$ cat src/rtl/pport_rx_pkg.sv
package pport_rx_pkg;
  typedef enum logic [1:0] {
    RX_IDLE = 2'd0,
    RX_PEND = 2'd1,
    RX_DONE = 2'd2
  } rxState_t;

  typedef struct packed {
    logic capture;
    logic push;
  } rxCmd_t;
endpackage

$ cat src/rtl/pport_rx_ctrl.sv
module pport_rx_ctrl
  import pport_rx_pkg::*;
#(
  parameter int SYNC_STAGES = 2,
  parameter int FILTER_LEN  = 4
) (
  input  logic   clk,
  input  logic   rst,
  input  logic   hostStrobeN,
  input  logic   fifoFull,
  output rxCmd_t cmd,
  output logic   busy
);
  localparam int CNT_W = (FILTER_LEN > 1) ? $clog2(FILTER_LEN) : 1;
  localparam logic [CNT_W-1:0] RUN_LAST = CNT_W'(FILTER_LEN - 1);

  logic [SYNC_STAGES-1:0] strobeShift;
  logic                   strobeSync;
  logic                   fltLevel;
  logic [CNT_W-1:0]       runCnt;
  logic                   mismatch;
  logic                   flip;
  logic                   fallEvent;
  rxState_t               state, stateNext;

  always_ff @(posedge clk) begin
    if (rst) strobeShift <= '1;
    else     strobeShift <= {strobeShift[SYNC_STAGES-2:0], hostStrobeN};
  end
  assign strobeSync = strobeShift[SYNC_STAGES-1];

  // Level filter: the filtered strobe follows only after a full run of equal samples.
  assign mismatch  = (strobeSync != fltLevel);
  assign flip      = mismatch && (runCnt == RUN_LAST);
  assign fallEvent = flip && fltLevel;

  always_ff @(posedge clk) begin
    if (rst) begin
      fltLevel <= 1'b1;
      runCnt   <= '0;
    end else if (!mismatch) begin
      runCnt   <= '0;
    end else if (flip) begin
      fltLevel <= ~fltLevel;
      runCnt   <= '0;
    end else begin
      runCnt   <= runCnt + 1'b1;
    end
  end

  always_comb begin
    stateNext   = state;
    cmd.capture = 1'b0;
    cmd.push    = 1'b0;
    unique case (state)
      RX_IDLE: if (fallEvent) begin
        cmd.capture = 1'b1;
        stateNext   = RX_PEND;
      end
      RX_PEND: if (!fifoFull) begin
        cmd.push  = 1'b1;
        stateNext = RX_DONE;
      end
      RX_DONE: if (fltLevel) stateNext = RX_IDLE;
      default: stateNext = RX_IDLE;
    endcase
  end

  always_ff @(posedge clk) begin
    if (rst) state <= RX_IDLE;
    else     state <= stateNext;
  end

  assign busy = (state != RX_IDLE);

  // A capture is only ever taken while the synchronised strobe is low.
  assert_capture_filtered_R2: assert property (@(posedge clk) disable iff (rst)
    cmd.capture |-> !strobeSync);

  // Busy is raised on the edge that captures the byte.
  assert_busy_after_capture_R3: assert property (@(posedge clk) disable iff (rst)
    cmd.capture |=> busy);

  // Busy is never released while the synchronised strobe is still low.
  assert_release_strobe_high_R5: assert property (@(posedge clk) disable iff (rst)
    $fell(busy) |-> $past(strobeSync));
endmodule

$ cat src/rtl/pport_rx_datapath.sv
module pport_rx_datapath
  import pport_rx_pkg::*;
#(
  parameter int DATA_W      = 8,
  parameter int SYNC_STAGES = 2,
  parameter int FIFO_DEPTH  = 16
) (
  input  logic              clk,
  input  logic              rst,
  input  logic [DATA_W-1:0] hostData,
  input  rxCmd_t            cmd,
  output logic              fifoFull,
  output logic [DATA_W-1:0] outData,
  output logic              outValid,
  input  logic              outReady
);
  localparam int PTR_W = (FIFO_DEPTH > 1) ? $clog2(FIFO_DEPTH) : 1;
  localparam int CNT_W = $clog2(FIFO_DEPTH + 1);
  localparam logic [PTR_W-1:0] PTR_LAST = PTR_W'(FIFO_DEPTH - 1);

  logic [SYNC_STAGES-1:0][DATA_W-1:0] dataShift;
  logic [DATA_W-1:0] holdByte;
  logic [DATA_W-1:0] mem [FIFO_DEPTH];
  logic [PTR_W-1:0]  wrPtr, rdPtr;
  logic [CNT_W-1:0]  fifoCount;
  logic              doPop;

  always_ff @(posedge clk) begin
    if (rst) dataShift <= '0;
    else     dataShift <= {dataShift[SYNC_STAGES-2:0], hostData};
  end

  always_ff @(posedge clk) begin
    if (rst)              holdByte <= '0;
    else if (cmd.capture) holdByte <= dataShift[SYNC_STAGES-1];
  end

  assign doPop    = outValid && outReady;
  assign outValid = (fifoCount != '0);
  assign fifoFull = (fifoCount == CNT_W'(FIFO_DEPTH));
  assign outData  = mem[rdPtr];

  always_ff @(posedge clk) begin
    if (cmd.push) mem[wrPtr] <= holdByte;
  end

  always_ff @(posedge clk) begin
    if (rst) begin
      wrPtr     <= '0;
      rdPtr     <= '0;
      fifoCount <= '0;
    end else begin
      if (cmd.push) wrPtr <= (wrPtr == PTR_LAST) ? '0 : wrPtr + 1'b1;
      if (doPop)    rdPtr <= (rdPtr == PTR_LAST) ? '0 : rdPtr + 1'b1;
      case ({cmd.push, doPop})
        2'b10:   fifoCount <= fifoCount + 1'b1;
        2'b01:   fifoCount <= fifoCount - 1'b1;
        default: fifoCount <= fifoCount;
      endcase
    end
  end

  // The controller never writes into a full FIFO.
  assert_no_overflow_R7: assert property (@(posedge clk) disable iff (rst)
    cmd.push |-> !fifoFull);

  // A head that is not taken stays put.
  assert_head_stable_R8: assert property (@(posedge clk) disable iff (rst)
    (outValid && !outReady && !cmd.push) |=> (outValid && $stable(outData)));

  // The captured byte is held until it has been written.
  assert_hold_stable_R9: assert property (@(posedge clk) disable iff (rst)
    (!cmd.capture && !$past(cmd.capture)) |-> $stable(holdByte));
endmodule

$ cat src/rtl/pport_write_rx.sv
module pport_write_rx
  import pport_rx_pkg::*;
#(
  parameter int DATA_W      = 8,
  parameter int SYNC_STAGES = 2,
  parameter int FILTER_LEN  = 4,
  parameter int FIFO_DEPTH  = 16
) (
  input  logic              clk,
  input  logic              rst,
  input  logic [DATA_W-1:0] hostData,
  input  logic              hostStrobeN,
  output logic              hostBusy,
  output logic [DATA_W-1:0] outData,
  output logic              outValid,
  input  logic              outReady
);
  rxCmd_t cmd;
  logic   fifoFull;

  pport_rx_ctrl #(
    .SYNC_STAGES(SYNC_STAGES),
    .FILTER_LEN (FILTER_LEN)
  ) u_ctrl (
    .clk        (clk),
    .rst        (rst),
    .hostStrobeN(hostStrobeN),
    .fifoFull   (fifoFull),
    .cmd        (cmd),
    .busy       (hostBusy)
  );

  pport_rx_datapath #(
    .DATA_W     (DATA_W),
    .SYNC_STAGES(SYNC_STAGES),
    .FIFO_DEPTH (FIFO_DEPTH)
  ) u_datapath (
    .clk     (clk),
    .rst     (rst),
    .hostData(hostData),
    .cmd     (cmd),
    .fifoFull(fifoFull),
    .outData (outData),
    .outValid(outValid),
    .outReady(outReady)
  );

  // Reset leaves the block idle and empty on the following cycle.
  assert_reset_idle_R1: assert property (@(posedge clk)
    $past(rst) |-> (!hostBusy && !outValid));
endmodule

$ cat config.mk
export PLATFORM = sky130hd
export DESIGN_NAME = pport_write_rx
export DESIGN_NICKNAME = d
export VERILOG_FILES = /design/src/rtl/pport_rx_pkg.sv /design/src/rtl/pport_rx_ctrl.sv /design/src/rtl/pport_rx_datapath.sv /design/src/rtl/pport_write_rx.sv
export SDC_FILE = /design/constraint.sdc
export NUM_CORES = 1
export LEC_CHECK = 0
export ABC_AREA = 1
export BUFFER_PORTS_ARGS = -buffer_cell sky130_fd_sc_hd__buf_2
export CORE_UTILIZATION = 25
export DETAILED_ROUTE_END_ITERATION = 12
export MAX_ROUTING_LAYER = met4
export PLACE_DENSITY = 0.42
export SLEW_MARGIN = 20
export SYNTH_ARGS = -nofsm -noshare
export SYNTH_HDL_FRONTEND = slang
export SYNTH_SLANG_ARGS = --single-unit
$ cat constraint.sdc
create_clock -name clk -period 2.7 [get_ports clk]
set_clock_uncertainty 0.1 [all_clocks]
set_input_delay 0.81 -clock clk [delete_from_list [all_inputs] [get_ports clk]]
set_output_delay 0.81 -clock clk [all_outputs]
set_load 0.02 [all_outputs]
* After elaboration in Yosys (flattened, before gate mapping)
Memories as Yosys holds them, arrays and structs flattened. A register that Yosys moved wholly into a read port is not among the register bits.
Index checks and enable logic that the tools add are counted.
** Cells by class
- Add/sub/neg operators :: 5
- Equal/unequal tests :: 12
- Muxes and demuxes :: 15
- Bitwise logic cells :: 2
- Reductions and logical operators :: 10
** Operators by type and width (count)
- two-way mux 4 bit :: 4
- case mux 5 bit (2 select lines) :: 1
- adder 4 x 1 -> 4 bit, second input constant :: 2
- == test 4 bit, second input constant :: 2
- == test 2 bit, second input constant :: 3
- two-way mux 1 bit :: 6
- two-way mux 2 bit :: 3
- case mux 2 bit (3 select lines) :: 1
- adder 5 x 1 -> 5 bit, second input constant :: 1
- == test 5 bit, second input constant :: 1
- nonzero test 5 bit :: 1
- subtractor 5 x 1 -> 5 bit, second input constant :: 1
- == test 2 x 1 -> 1 bit, second input constant :: 2
- inequality test 2 x 1 -> 1 bit, second input constant :: 2
- nonzero test 2 bit :: 2
- logical AND 1 bit :: 3
- AND reduction 3 bit :: 1
- OR reduction 3 bit :: 1
- adder 2 x 1 -> 2 bit, second input constant :: 1
- zero test 2 bit :: 1
- inequality test 2 bit, second input constant :: 1
- NOT 1 bit :: 2
- AND reduction 2 bit :: 1
- inequality test 1 bit :: 1
** Word-level totals
- Bits in registers :: 44
- RAM bits :: 128
- Output and inout port bits :: 10
- Memories :: 1
** Memories
- u_datapath.mem :: depth 16, bits a word 8, read ports 1, clocked after memory_dff 1, write ports 1, line pport_rx_datapath.sv:23 : logic [DATA_W-1:0] mem [FIFO_DEPTH];

* Logic depth before layout (Yosys ltp)
- Word-level depth :: 5
- Gate-level depth with buffers :: 16

* Hierarchy
From an unflattened synthesis, not the netlist that was laid out.
** Second synthesis, totals
- Cells, all modules :: 658
- Area, all modules :: 7181.9 sq um
** By module, submodules not included
- pport_rx_datapath :: instances 1, cells each 625, area each 6901.6 sq um, sequential area each 4664.5 sq um
- pport_rx_ctrl :: instances 1, cells each 33, area each 280.3 sq um, sequential area each 140.1 sq um

* Worst setup path before layout
Ideal clock, no wire load.
- Path type :: reg-to-reg
- Start point :: register u_datapath.fifoCount[0]
- End point :: register u_datapath.fifoCount[4]
- Setup time :: 0.117 ns
- Arrival time :: 2.081 ns
- Path slack :: 0.402 ns
- Cell stages (with the launch flop) :: 17
- Period minus slack after synthesis :: 2.298 ns
- Cell sequence :: dfxtp_1 > nor2_1 > nand4_1 > nand2_1 > inv_2 > ha_1 > nand2_1 > inv_1 > nor2_1 > ha_1 > inv_1 > nand2_1 > nand3_1 > nand3_1 > nand2_1 > nor2_1 > nor2_1
** RTL lines
- start, declared :: line pport_rx_datapath.sv:25 : logic [CNT_W-1:0] fifoCount;
- start signal, assigned :: line pport_rx_datapath.sv:56 : 2'b10: fifoCount <= fifoCount + 1'b1;
- start signal, assigned :: line pport_rx_datapath.sv:57 : 2'b01: fifoCount <= fifoCount - 1'b1;
- start signal, assigned :: line pport_rx_datapath.sv:58 : default: fifoCount <= fifoCount;
- nonzero test 5 bit (*) :: line pport_rx_datapath.sv:39 : assign outValid = (fifoCount != '0);
- named net outValid :: line pport_write_rx.sv:15 : output logic outValid,
- logical AND 1 bit (*) :: line pport_rx_datapath.sv:38 : assign doPop = outValid && outReady;
- == test 2 x 1 -> 1 bit or == test 2 bit (tied branches) :: line pport_rx_datapath.sv:55 : case ({cmd.push, doPop})
- case mux 5 bit (2 select lines) or nonzero test 2 bit (tied branches)
The timed path passes the listed nets; every way through them passes the cells marked *.
A chain may end at the register's enable or synchronous reset.

==> metrics.md <==
| Metric | Value |
|---|---|
| Outcome | `finished, violations left` |
| Violated checks | `negative setup slack` |
| Post-Syn Instances | `660` |
| 1st-pass router iterations | `4` |
| Final setup violation count | `2` |
| Fmax | `365.9 MHz` |
| Antenna viol nets, final | `0` |
| Minimum clock period | `2733 ps` |
| Final GP Congestion | `0.7354` |
| Global route overflow | `0` |
| CTS tree | `yes` |
| DP HPWL | `9815 µm` |
| Cell taking the most area after synthesis | `edfxtp_1` |
| Layout cell share with drive strength beyond 1 | `20.00%` |
| Root buf cell | `clkbuf_16` |
| Antenna violations before repair | `0` |
| Gate power share | `31.0%` |
| CP max stage delay | `approximately 410 ps` |
| # IOs | `22` |
| Clock power share | `between 30 and 40%` |
| Wire per inst | `15.60 µm` |
| Placed Area | `7835 µm²` |
| Die H | `roughly 170 µm` |
| CTS max path bufs | `2` |
| P_leak | `3.445 nW` |
| Fin. Hold Viols | `0` |
| CP top delay family | `buffers and inverters` |
| Internal | `5.429 mW` |
| Worst-path maximum fanout | `12` |
| FF-to-FF path depth | `16` |
| Vias | `4579` |
| Die area | `about 30000 µm²` |
| Max cap viols | `0` |
| CTS clk-pin slew, worst paths | `70 ps` |
| Post-Syn Area | `7199 µm²` |
| Seq cells post-synth | `176` |
| Arrival @ worst endpoint | `~1800 ps` |
| Number of cell rows | `61` |
| Vias in the first global route | `4485` |
| Hold slack | `approximately 300 ps` |
| DP Worst Slack | `around 150 ps` |
| Synth-to-layout area growth | `24.97%` |
| Worst Max-Slew Pin Slew | `roughly 830 ps` |
| Total negative slack | `-33.45 ps` |
| Required time of the critical path | `1790 ps` |
| CP max-delay cell | `dfxtp_4` |
| Crit-path cells | `buf_8 -> buf_16 -> o211ai_1 -> nand3_1 -> nand3_1 -> nand2_1 -> buf_6` |
| Core Area | `28090 µm²` |
| Hold Crit Class | `register to register` |
| Vias per inst | `4.170` |
| N_diodes | `0` |
| Die X | `171.7 µm` |
| Clock buffer count from CTS | `17` |
| CTS sink cnt | `176` |
| Most common cell type on the critical path | `nand3_1` |
| Port bufs | `21` |
| Setup CP Type | `register to primary output` |
| WHS Path Cells | `2` |
| Synth warnings | `0` |
| RSZ-0062 raised after global routing | `yes` |
| Initial DRC count | `402` |
| Tcrit/Tclk final | `101.2%` |
| Synth area leaders | `edfxtp_1, dfxtp_1, inv_1, nand3_1, nand2_1` |
| Syn nets | `around 700` |
| Number of synthesized flops with an enable pin | `128` |
| Yosys top cell area share | `53.39%` |
| Most frequent cells after synthesis | `edfxtp_1, inv_1, nand2_1, nor2_1, nand3_1` |
| Fin. max-slew vios | `0` |
| Main synth FF type | `edfxtp_1` |
| Number of H-tree levels | `4` |
| Syn avg cell area | `approximately 11 µm²` |
| Sequential fraction of the synthesis area | `66.74%` |
| Worst vdd ir | `0.0004084 V` |
| Buffers and inverters on the worst path | `3` |
| Finished layout cell area | `8997 µm²` |
| Crit end category | `primary output` |
| Cell area power density | `890.2 nW/µm²` |
| Post-synthesis cell type count | `28` |
| Fill count | `2892` |
| Largest net degree at the start of global routing | `38` |
| Crit path depth | `7` |
| Global-route wire length before repair | `26830 µm` |
| Final core utilization | `32.03%` |
| Async set-reset flop share out of synthesis | `0%` |
| Sequential share of power | `38.2%` |
| DRT Wirelength | `17130 µm` |
| Psw | `2.581 mW` |
| Clock latency on the worst-skew pair | `about 430 ps` |
| Starting Density | `between 20 and 30%` |
| Final WS setup | `-33.09 ps` |
| Sw Ratio | `32.22%` |
| Relative slew slack | `44.51%` |
| GRT Total Usage | `12.82%` |
| Residual DRC | `0` |
| Nets | `729` |
| Top-count cell post-synth | `edfxtp_1` |
| Startpoint Class | `register` |
==> state kept, by name (all words and copies together) (netlist names), named ones only <==
| register | flops |
|---|---|
| u_datapath.mem | 128 |
| u_datapath.rdPtr | 4 |
| u_ctrl.runCnt | 2 |
| u_datapath.fifoCount | 5 |
| u_datapath.wrPtr | 4 |
| u_ctrl.state | 2 |
| u_ctrl.strobeShift | 2 |
| u_datapath.dataShift | 16 |
| u_datapath.holdByte | 8 |
| u_ctrl.fltLevel | 1 |
==> worst reg2reg max path, delay by kind of cell (launching register included) <==
family	cells	cell delay, ps
buf+inv	3	180
fa+ha+maj	2	430
simple gates	11	1190
flops	1	350
==> worst paths after layout <==
check                               start                       to  slack (ps)
hold / removal    u_datapath.dataShift[1]  u_datapath.dataShift[9]         300
setup / recovery                 register               outData[4]         -30
setup reg to reg  u_datapath.fifoCount[0]  u_datapath.fifoCount[4]         340
hold reg to reg   u_datapath.dataShift[1]  u_datapath.dataShift[9]         300
==> routing by layer <==
metal  part of all wire, %  global-route usage [%]  vias to the layer above
met4                  0.97                   4.348                        0
li1                      -                       -                     2330
met1                    52                   17.75                     2184
met3                   2.6                   2.439                        9
met2                    45                   18.62                       56
met5                     0                       -                        -
==> cell families after synthesis <==
group | share of synthesized area, %
compound gates | 10.39
xor+xnor | 0.7299
fa+ha+maj | 1.738
buf+inv | 7.838
flops | 66.74
simple gates | 12.57
==> cell type report <==
| cell class | count | area (µm²) | area share, % |
|---|---|---|---|
| timing repair buffer | 57 | 720.7 | 8.010 |
| inverter | 107 | 405.4 | 4.506 |
| clock buffer | 17 | 425.4 | 4.728 |
| clock inverter | 15 | 160.2 | 1.780 |
| tap | 378 | 473.0 | 5.257 |
| sequential | 176 | 4812 | 53.48 |
| multi-input combinational | 348 | 2001 | 22.24 |
==> power groups by stage <==
| stage | logic [mW] | clock network (mW) | registers [mW] |
|---|---|---|---|
| 2_1_floorplan | 1.33 | 0 | 3.04 |
| 3_3_place_gp | 1.76 | 0 | 3.09 |
| 3_5_place_dp | 1.75 | 0 | 3.10 |
| 4_1_cts | 2.35 | 2.54 | 3.06 |
| 5_1_grt | 2.74 | 2.65 | 3.07 |
| 6_report | 2.48 | 2.47 | 3.06 |
==> per-stage QoR <==
stage / power, mW / std cells
after floorplan: 4.374 / 660
after global placement: 4.856 / 1052
after detailed placement: 4.848 / 1052
after CTS: 7.949 / 1095
after global routing: 8.449 / 1098
final: 8.009 / 1098
==> layout by cell type, fill, tap and decap left out, types with 10 or more instances in the layout <==
master	n
dfxtp_1	46
o21ai_1	25
inv_1	102
ha_1	10
o211ai_1	22
buf_2	13
buf_4	18
a21oi_1	39
edfxtp_1	128
nand3_2	20
clkbuf_16	20
o21ai_0	20
nand2_1	69
nor2_1	64
nand3_1	39
==> what timing repair did <==
action | CTS | global route
setup endpoints to repair | 8 | 8
resized for setup | 69 | 19
gates cloned | 7 | 3
pin swaps | 19 | 11
buffers inserted | 4 | 0
hold buffers | 0 | 0
Note: power is estimated with default switching activity, not from simulation.
